### src/rtl/fidrop_pkg.sv
`timescale 1ns/1ps
package fidrop_pkg;
  localparam int unsigned ETYPE_W   = 16;
  localparam int unsigned ETYPE_LSB = 0;
  localparam int unsigned IDX_LSB   = 16;

  localparam logic [3:0] ADR_MASK  = 4'h0;
  localparam logic [3:0] ADR_EN    = 4'h4;
  localparam logic [3:0] ADR_COUNT = 4'h8;

  typedef enum logic [1:0] {
    VERDICT_PASS_OTHER = 2'd0,
    VERDICT_PASS_FEC   = 2'd1,
    VERDICT_DROP       = 2'd2
  } verdict_e;
endpackage

### src/rtl/fidrop_regs.sv
`timescale 1ns/1ps
module fidrop_regs #(
  parameter int unsigned GROUP  = 4,
  parameter int unsigned ADDR_W = 4,
  parameter int unsigned CNT_W  = 16
) (
  input  logic              clk,
  input  logic              rst_n,
  input  logic              reg_we,
  input  logic [ADDR_W-1:0] reg_addr,
  input  logic [GROUP-1:0]  reg_wdata,
  input  logic [CNT_W-1:0]  drop_count,
  output logic [CNT_W-1:0]  reg_rdata,
  output logic [GROUP-1:0]  mask_q,
  output logic              en_q
);
  import fidrop_pkg::*;

  localparam logic [ADDR_W-1:0] A_MASK  = ADDR_W'(ADR_MASK);
  localparam logic [ADDR_W-1:0] A_EN    = ADDR_W'(ADR_EN);
  localparam logic [ADDR_W-1:0] A_COUNT = ADDR_W'(ADR_COUNT);

  always_ff @(posedge clk) begin
    if (!rst_n) begin
      mask_q <= '0;
      en_q   <= 1'b0;
    end else if (reg_we) begin
      if (reg_addr == A_MASK) mask_q <= reg_wdata;
      if (reg_addr == A_EN)   en_q   <= reg_wdata[0];
    end
  end

  always_comb begin
    reg_rdata = '0;
    if (reg_addr == A_MASK)       reg_rdata = CNT_W'(mask_q);
    else if (reg_addr == A_EN)    reg_rdata = CNT_W'(en_q);
    else if (reg_addr == A_COUNT) reg_rdata = drop_count;
  end

  // settings only move on a write strobe
  p_settings_hold_r2: assert property (@(posedge clk) disable iff (!rst_n)
    !reg_we |=> ($stable(mask_q) && $stable(en_q)));
endmodule

### src/rtl/fidrop_classify.sv
`timescale 1ns/1ps
module fidrop_classify #(
  parameter int unsigned GROUP    = 4,
  parameter logic [15:0] FEC_TYPE = 16'hBABE,
  localparam int unsigned IDX_W   = $clog2(GROUP),
  localparam int unsigned HDR_W   = fidrop_pkg::IDX_LSB + IDX_W
) (
  input  logic [HDR_W-1:0] hdr,
  input  logic [GROUP-1:0] mask,
  input  logic             en,
  output fidrop_pkg::verdict_e verdict
);
  import fidrop_pkg::*;

  logic [ETYPE_W-1:0] etype;
  logic [IDX_W-1:0]   idx;
  logic               is_fec;

  assign etype  = hdr[ETYPE_LSB +: ETYPE_W];
  assign idx    = hdr[IDX_LSB +: IDX_W];
  assign is_fec = (etype == FEC_TYPE);

  always_comb begin
    if (!is_fec)                verdict = VERDICT_PASS_OTHER;
    else if (en && mask[idx])   verdict = VERDICT_DROP;
    else                        verdict = VERDICT_PASS_FEC;
  end
endmodule

### src/rtl/fidrop_gate.sv
`timescale 1ns/1ps
module fidrop_gate #(
  parameter int unsigned DATA_W = 32,
  parameter int unsigned CNT_W  = 16
) (
  input  logic              clk,
  input  logic              rst_n,
  input  fidrop_pkg::verdict_e verdict,
  output logic              first_beat,
  input  logic              in_valid,
  output logic              in_ready,
  input  logic [DATA_W-1:0] in_data,
  input  logic              in_last,
  output logic              out_valid,
  input  logic              out_ready,
  output logic [DATA_W-1:0] out_data,
  output logic              out_last,
  output logic [CNT_W-1:0]  drop_count
);
  import fidrop_pkg::*;

  logic in_pkt_q;
  logic drop_q;
  logic drop_now;
  logic beat_acc;

  assign first_beat = !in_pkt_q;
  assign drop_now   = first_beat ? (verdict == VERDICT_DROP) : drop_q;

  assign out_valid  = in_valid && !drop_now;
  assign in_ready   = drop_now || out_ready;
  assign out_data   = in_data;
  assign out_last   = in_last;
  assign beat_acc   = in_valid && in_ready;

  always_ff @(posedge clk) begin
    if (!rst_n) begin
      in_pkt_q   <= 1'b0;
      drop_q     <= 1'b0;
      drop_count <= '0;
    end else if (beat_acc) begin
      in_pkt_q <= !in_last;
      if (first_beat) drop_q <= drop_now;
      if (drop_now && in_last) drop_count <= drop_count + 1'b1;
    end
  end

  // the drop decision is frozen while a packet is in flight
  p_decision_frozen_r8: assert property (@(posedge clk) disable iff (!rst_n)
    (in_pkt_q && $past(in_pkt_q)) |-> $stable(drop_q));

  // a dropped beat is consumed and never shown downstream
  p_drop_consumed_r4: assert property (@(posedge clk) disable iff (!rst_n)
    (in_valid && verdict == VERDICT_DROP && first_beat) |-> (in_ready && !out_valid));

  // foreign traffic at a packet start always reaches the output
  p_other_passes_r6: assert property (@(posedge clk) disable iff (!rst_n)
    (in_valid && first_beat && verdict == VERDICT_PASS_OTHER) |-> out_valid);

  // the counter steps by at most one
  p_count_step_r9: assert property (@(posedge clk) disable iff (!rst_n)
    (drop_count == $past(drop_count)) || (drop_count == $past(drop_count) + 1'b1));
endmodule

### src/rtl/fec_index_dropper.sv
`timescale 1ns/1ps
module fec_index_dropper #(
  parameter int unsigned DATA_W   = 32,
  parameter int unsigned GROUP    = 4,
  parameter int unsigned ADDR_W   = 4,
  parameter int unsigned CNT_W    = 16,
  parameter logic [15:0] FEC_TYPE = 16'hBABE
) (
  input  logic              clk,
  input  logic              rst_n,
  input  logic              in_valid,
  output logic              in_ready,
  input  logic [DATA_W-1:0] in_data,
  input  logic              in_last,
  output logic              out_valid,
  input  logic              out_ready,
  output logic [DATA_W-1:0] out_data,
  output logic              out_last,
  input  logic              reg_we,
  input  logic [ADDR_W-1:0] reg_addr,
  input  logic [GROUP-1:0]  reg_wdata,
  output logic [CNT_W-1:0]  reg_rdata
);
  import fidrop_pkg::*;

  localparam int unsigned IDX_W = $clog2(GROUP);
  localparam int unsigned HDR_W = IDX_LSB + IDX_W;

  logic [GROUP-1:0] mask_q;
  logic             en_q;
  logic [CNT_W-1:0] drop_count;
  verdict_e         verdict;
  logic             first_beat;

  fidrop_regs #(.GROUP(GROUP), .ADDR_W(ADDR_W), .CNT_W(CNT_W)) u_regs (
    .clk(clk), .rst_n(rst_n), .reg_we(reg_we), .reg_addr(reg_addr),
    .reg_wdata(reg_wdata), .drop_count(drop_count), .reg_rdata(reg_rdata),
    .mask_q(mask_q), .en_q(en_q)
  );

  fidrop_classify #(.GROUP(GROUP), .FEC_TYPE(FEC_TYPE)) u_classify (
    .hdr(in_data[HDR_W-1:0]), .mask(mask_q), .en(en_q), .verdict(verdict)
  );

  fidrop_gate #(.DATA_W(DATA_W), .CNT_W(CNT_W)) u_gate (
    .clk(clk), .rst_n(rst_n), .verdict(verdict), .first_beat(first_beat),
    .in_valid(in_valid), .in_ready(in_ready), .in_data(in_data), .in_last(in_last),
    .out_valid(out_valid), .out_ready(out_ready), .out_data(out_data),
    .out_last(out_last), .drop_count(drop_count)
  );

  // a beat shown downstream is never lost to back-pressure
  p_fwd_backpressure_r7: assert property (@(posedge clk) disable iff (!rst_n)
    (out_valid && !out_ready) |-> !in_ready);
endmodule

### config.mk
export PLATFORM = sky130hd
export DESIGN_NAME = fec_index_dropper
export DESIGN_NICKNAME = d
export VERILOG_FILES = /design/src/rtl/fidrop_pkg.sv /design/src/rtl/fidrop_regs.sv /design/src/rtl/fidrop_classify.sv /design/src/rtl/fidrop_gate.sv /design/src/rtl/fec_index_dropper.sv
export SDC_FILE = /design/constraint.sdc
export NUM_CORES = 1
export LEC_CHECK = 0
export BUFFER_PORTS_ARGS = -buffer_cell sky130_fd_sc_hd__buf_2
export CAP_MARGIN = 10
export CORE_UTILIZATION = 43
export CTS_CLUSTER_SIZE = 24
export DETAILED_ROUTE_END_ITERATION = 10
export PLACE_DENSITY = 0.77
export SKIP_LAST_GASP = 1
export SLEW_MARGIN = 10
export SYNTH_ARGS = -nofsm -noshare
export SYNTH_HDL_FRONTEND = slang
export SYNTH_SLANG_ARGS = --single-unit
### constraint.sdc
create_clock -name clk -period 2.4 [get_ports clk]
set_clock_uncertainty 0.05 [all_clocks]
set_input_delay 0 -clock clk [delete_from_list [all_inputs] [get_ports clk]]
set_output_delay 0 -clock clk [all_outputs]
set_load 0.005 [all_outputs]
==> results.md <==
* Area grow syn2layout at 22.5%
* Max-cap violations at 0
* CP max-delay cell: or4_1
* Critical path buffers and inverters at 0
* Slew Limit Headroom at 39.3%
* TNS Setup at 0 ns
* Vias per cell at 5.31
* Setup crit end: u_gate.drop_count[8]
* Vias in the first global route at 1236
* Cell Chain, Critical Path: mux2i_1 > mux2_2 > o31a_1 > or4_1 > a21oi_1
* Worst endpoint required time at 2.53 ns
* GR Overflow Total at 0
* Worst-path clk slew at 0.08 ns
* Leakage at 0.872 nW
* # setup viols final at 0
* First-pass GRT wire length at 5420 um
* Finished Cell Area at 1940 sq um
* Final period util at 92.8%
* Area of the core at 3440 sq um
* RePlAce Congestion at 0.816
* Worst slew pin tran at 0.910 ns
* Tmin final at 2.23 ns
* Die extent in x at 62.7 um
* CTS tree: done
* Mapped Avg Cell Area at 7.99 sq um
* Run status: finished clean
* Synth async-reset ratio at 0%
* Share of layout cells above drive strength 1 at 29.8%
* IO Count at 97
* FF+latch count, synth at 23
* Detailed Route WL at 3410 um
* DRT iter0 DRCs at 61
* Syn nets at 245
* Initial Util at 46.0%
* Critical path class: reg2reg
* DRT antenna net count at 0
* Initial antenna violation count at 0
* Max Root-Sink Buffers at 2
* Maximum VDD drop at 0.173 mV
* Crit. Startpoint: u_regs.mask_q[3]
* PwrDens at 377 nW/um^2
* CTS Sinks at 23
* Cell variety after synth at 35
* Die ar. at 3930 sq um
* GR Util All Layers at 16.9%
* Fillers at 338
* ANT cells at 0
* H-tree depth at 1
* Post-synthesis sequential area ratio at 29.1%
* DRC violation count after routing at 0
* Yosys warning count at 0
* Max stage delay on crit path at 0.61 ns
* RSZ-0062 raised after global routing: no
* Max Fclk at 449 MHz
* Max-slew violations at 0
* Synth Flop Type: dfxtp_1
* # rows at 21
* Wire per inst at 11.6 um
* Worst r2r path cells at 5
* Hpwl dp at 2430 um
* Placed instance area at 1710 sq um
* Worst r2r src: u_regs.mask_q[3]
* Hold WC Path Type: in2reg
* Nets at 296
* Clk root buf: clkbuf_8
* Critical Path Stages at 5
* Cells after Synth at 198
* Largest net degree at the start of global routing at 31
* Mapped cell area at 1580 sq um
* EDFF count, synth at 0
* Arr. time, crit path at 2.35 ns
* Worst setup EP type: flip-flop
* Clk_lat worst skew at 0.26 ns
* Crit start category: flip-flop
* DR vias at 1560
* Num CTS Buffers at 3
* Worst R2R Setup Slack at 0.17 ns
* Final hold vios at 0
* Crit Path Max Fanout at 30
* Reg2Reg Capture Point: u_gate.drop_count[8]
* Chip height at 62.7 um
* DR pass1 iterations at 4
* Port Buf Inserts at 68
* Worst path top cell family by delay: compound AO/OA/AOI/OAI gates
* Post-CTS Setup Repair Bufs at 0
-- per-stage QoR --
step,utilization (%),hold slack [ns],instances,power [W],setup WS [ns]
2_1_floorplan,-,0.0308,198,0.000468,0.543
3_3_place_gp,49.8,-0.0500,272,0.000480,0.277
3_5_place_dp,49.8,-0.0500,272,0.000482,0.194
4_1_cts,56.3,0.0145,294,0.000740,0.177
5_1_grt,56.3,0.0334,294,0.000773,0.0313
6_report,56.3,0.0142,294,0.000730,0.174
-- logic make-up (layout without fill, tap and decap cells) --
family / Yosys count / in the layout / synth area share, %
fa+ha+maj: 1 / 1 / 0.790
flops: 23 / 23 / 29.1
buf+inv: 46 / 96 / 18.8
mux: 14 / 14 / 8.93
compound gates: 33 / 33 / 13.7
simple gates: 81 / 81 / 28.7
-- worst min path at each step --
stage | from | to | slack (ns) | depth (start not counted)
after floorplan | in_data[0] | out_data[0] | 0.03 | 1
after global placement | in_data[18] | out_data[18] | -0.05 | 0
after detailed placement | in_data[18] | out_data[18] | -0.05 | 0
after CTS | in_valid | u_gate.in_pkt_q | 0.01 | 3
after global routing | in_valid | u_gate.in_pkt_q | 0.03 | 3
final | in_valid | u_gate.in_pkt_q | 0.01 | 3
-- synthesized netlist by cell type (3+ instances only) --
library cell | instances | area share [%]
mux2i_1 | 13 | 8.2
dfxtp_1 | 23 | 29
o311ai_0 | 3 | 1.7
inv_1 | 3 | 0.71
nand3_1 | 6 | 1.9
nor4_1 | 3 | 1.2
nand2_1 | 13 | 3.1
or4_1 | 5 | 2.4
o41ai_1 | 3 | 1.7
o31ai_1 | 6 | 2.8
buf_4 | 33 | 16
o21ai_0 | 6 | 1.9
a21oi_1 | 11 | 3.5
and3_1 | 13 | 5.1
nor3_1 | 3 | 0.95
or3_1 | 7 | 2.8
nand4_1 | 4 | 1.6
clkbuf_1 | 8 | 1.9
nand2b_1 | 9 | 3.6
nor2_1 | 11 | 2.6
-- placed cells by master, fill, tap and decap left out, types with 7 or more instances in the layout --
master,Yosys,layout
a21oi_1,11,11
nor2_1,11,11
dlygate4sd3_1,0,18
dfxtp_1,23,23
nand2b_1,9,9
and3_1,13,13
buf_2,1,68
mux2i_1,13,13
nand2_1,13,13
or3_1,7,7
-- power by group --
part | total, W | internal [W] | switching, W | leakage, nW
sequential | 0.000385 | 0.000383 | 0.00000157 | 0.185
clock | 0.000232 | 0.000118 | 0.000114 | 0.0228
combinational | 0.000113 | 0.0000623 | 0.0000507 | 0.663
total | 0.000730 | 0.000564 | 0.000166 | 0.872
-- worst reg2reg max path, stage by stage (launching register included) --
cell and delay (ns):
dfxtp_1 0.37, mux2i_1 0.08, mux2_2 0.29, o31a_1 0.59, or4_1 0.61, a21oi_1 0.16
-- layer usage --
layer	up-vias	part of all wire (%)	track usage [%]	wire length, um
met5	-	0	0	0
met2	67	48	28.4	1630
met1	704	45	22.5	1540
met4	0	0.79	5.23	27
li1	787	-	-	-
met3	2	6.4	1.64	217
-- area by class of cell --
type / count / area, sq um / share of cell area [%]
Timing Repair Buffer: 88 / 536 / 27.6
Tap cell: 46 / 57.6 / 2.97
Clock buffer: 4 / 45.0 / 2.32
Multi-Input combinational cell: 129 / 825 / 42.5
Sequential cell: 23 / 460 / 23.8
Inverter: 4 / 15.0 / 0.775
-- sequential cells by signal, summed over array words and instances, names as in the netlist --
| name | cells |
|---|---|
| u_gate.drop_count | 16 |
| u_regs.mask_q | 4 |
| u_gate.drop_q | 1 |
| u_gate.in_pkt_q | 1 |
| u_regs.en_q | 1 |
-- timing repair --
| action | 4_1_cts | 5_1_grt |
|---|---|---|
| hold buffers | 18 | 0 |
| resized for setup | 0 | 0 |
| hold endpoints to repair | 19 | 0 |
No activity file was read; power rests on OpenSTA's default activity.
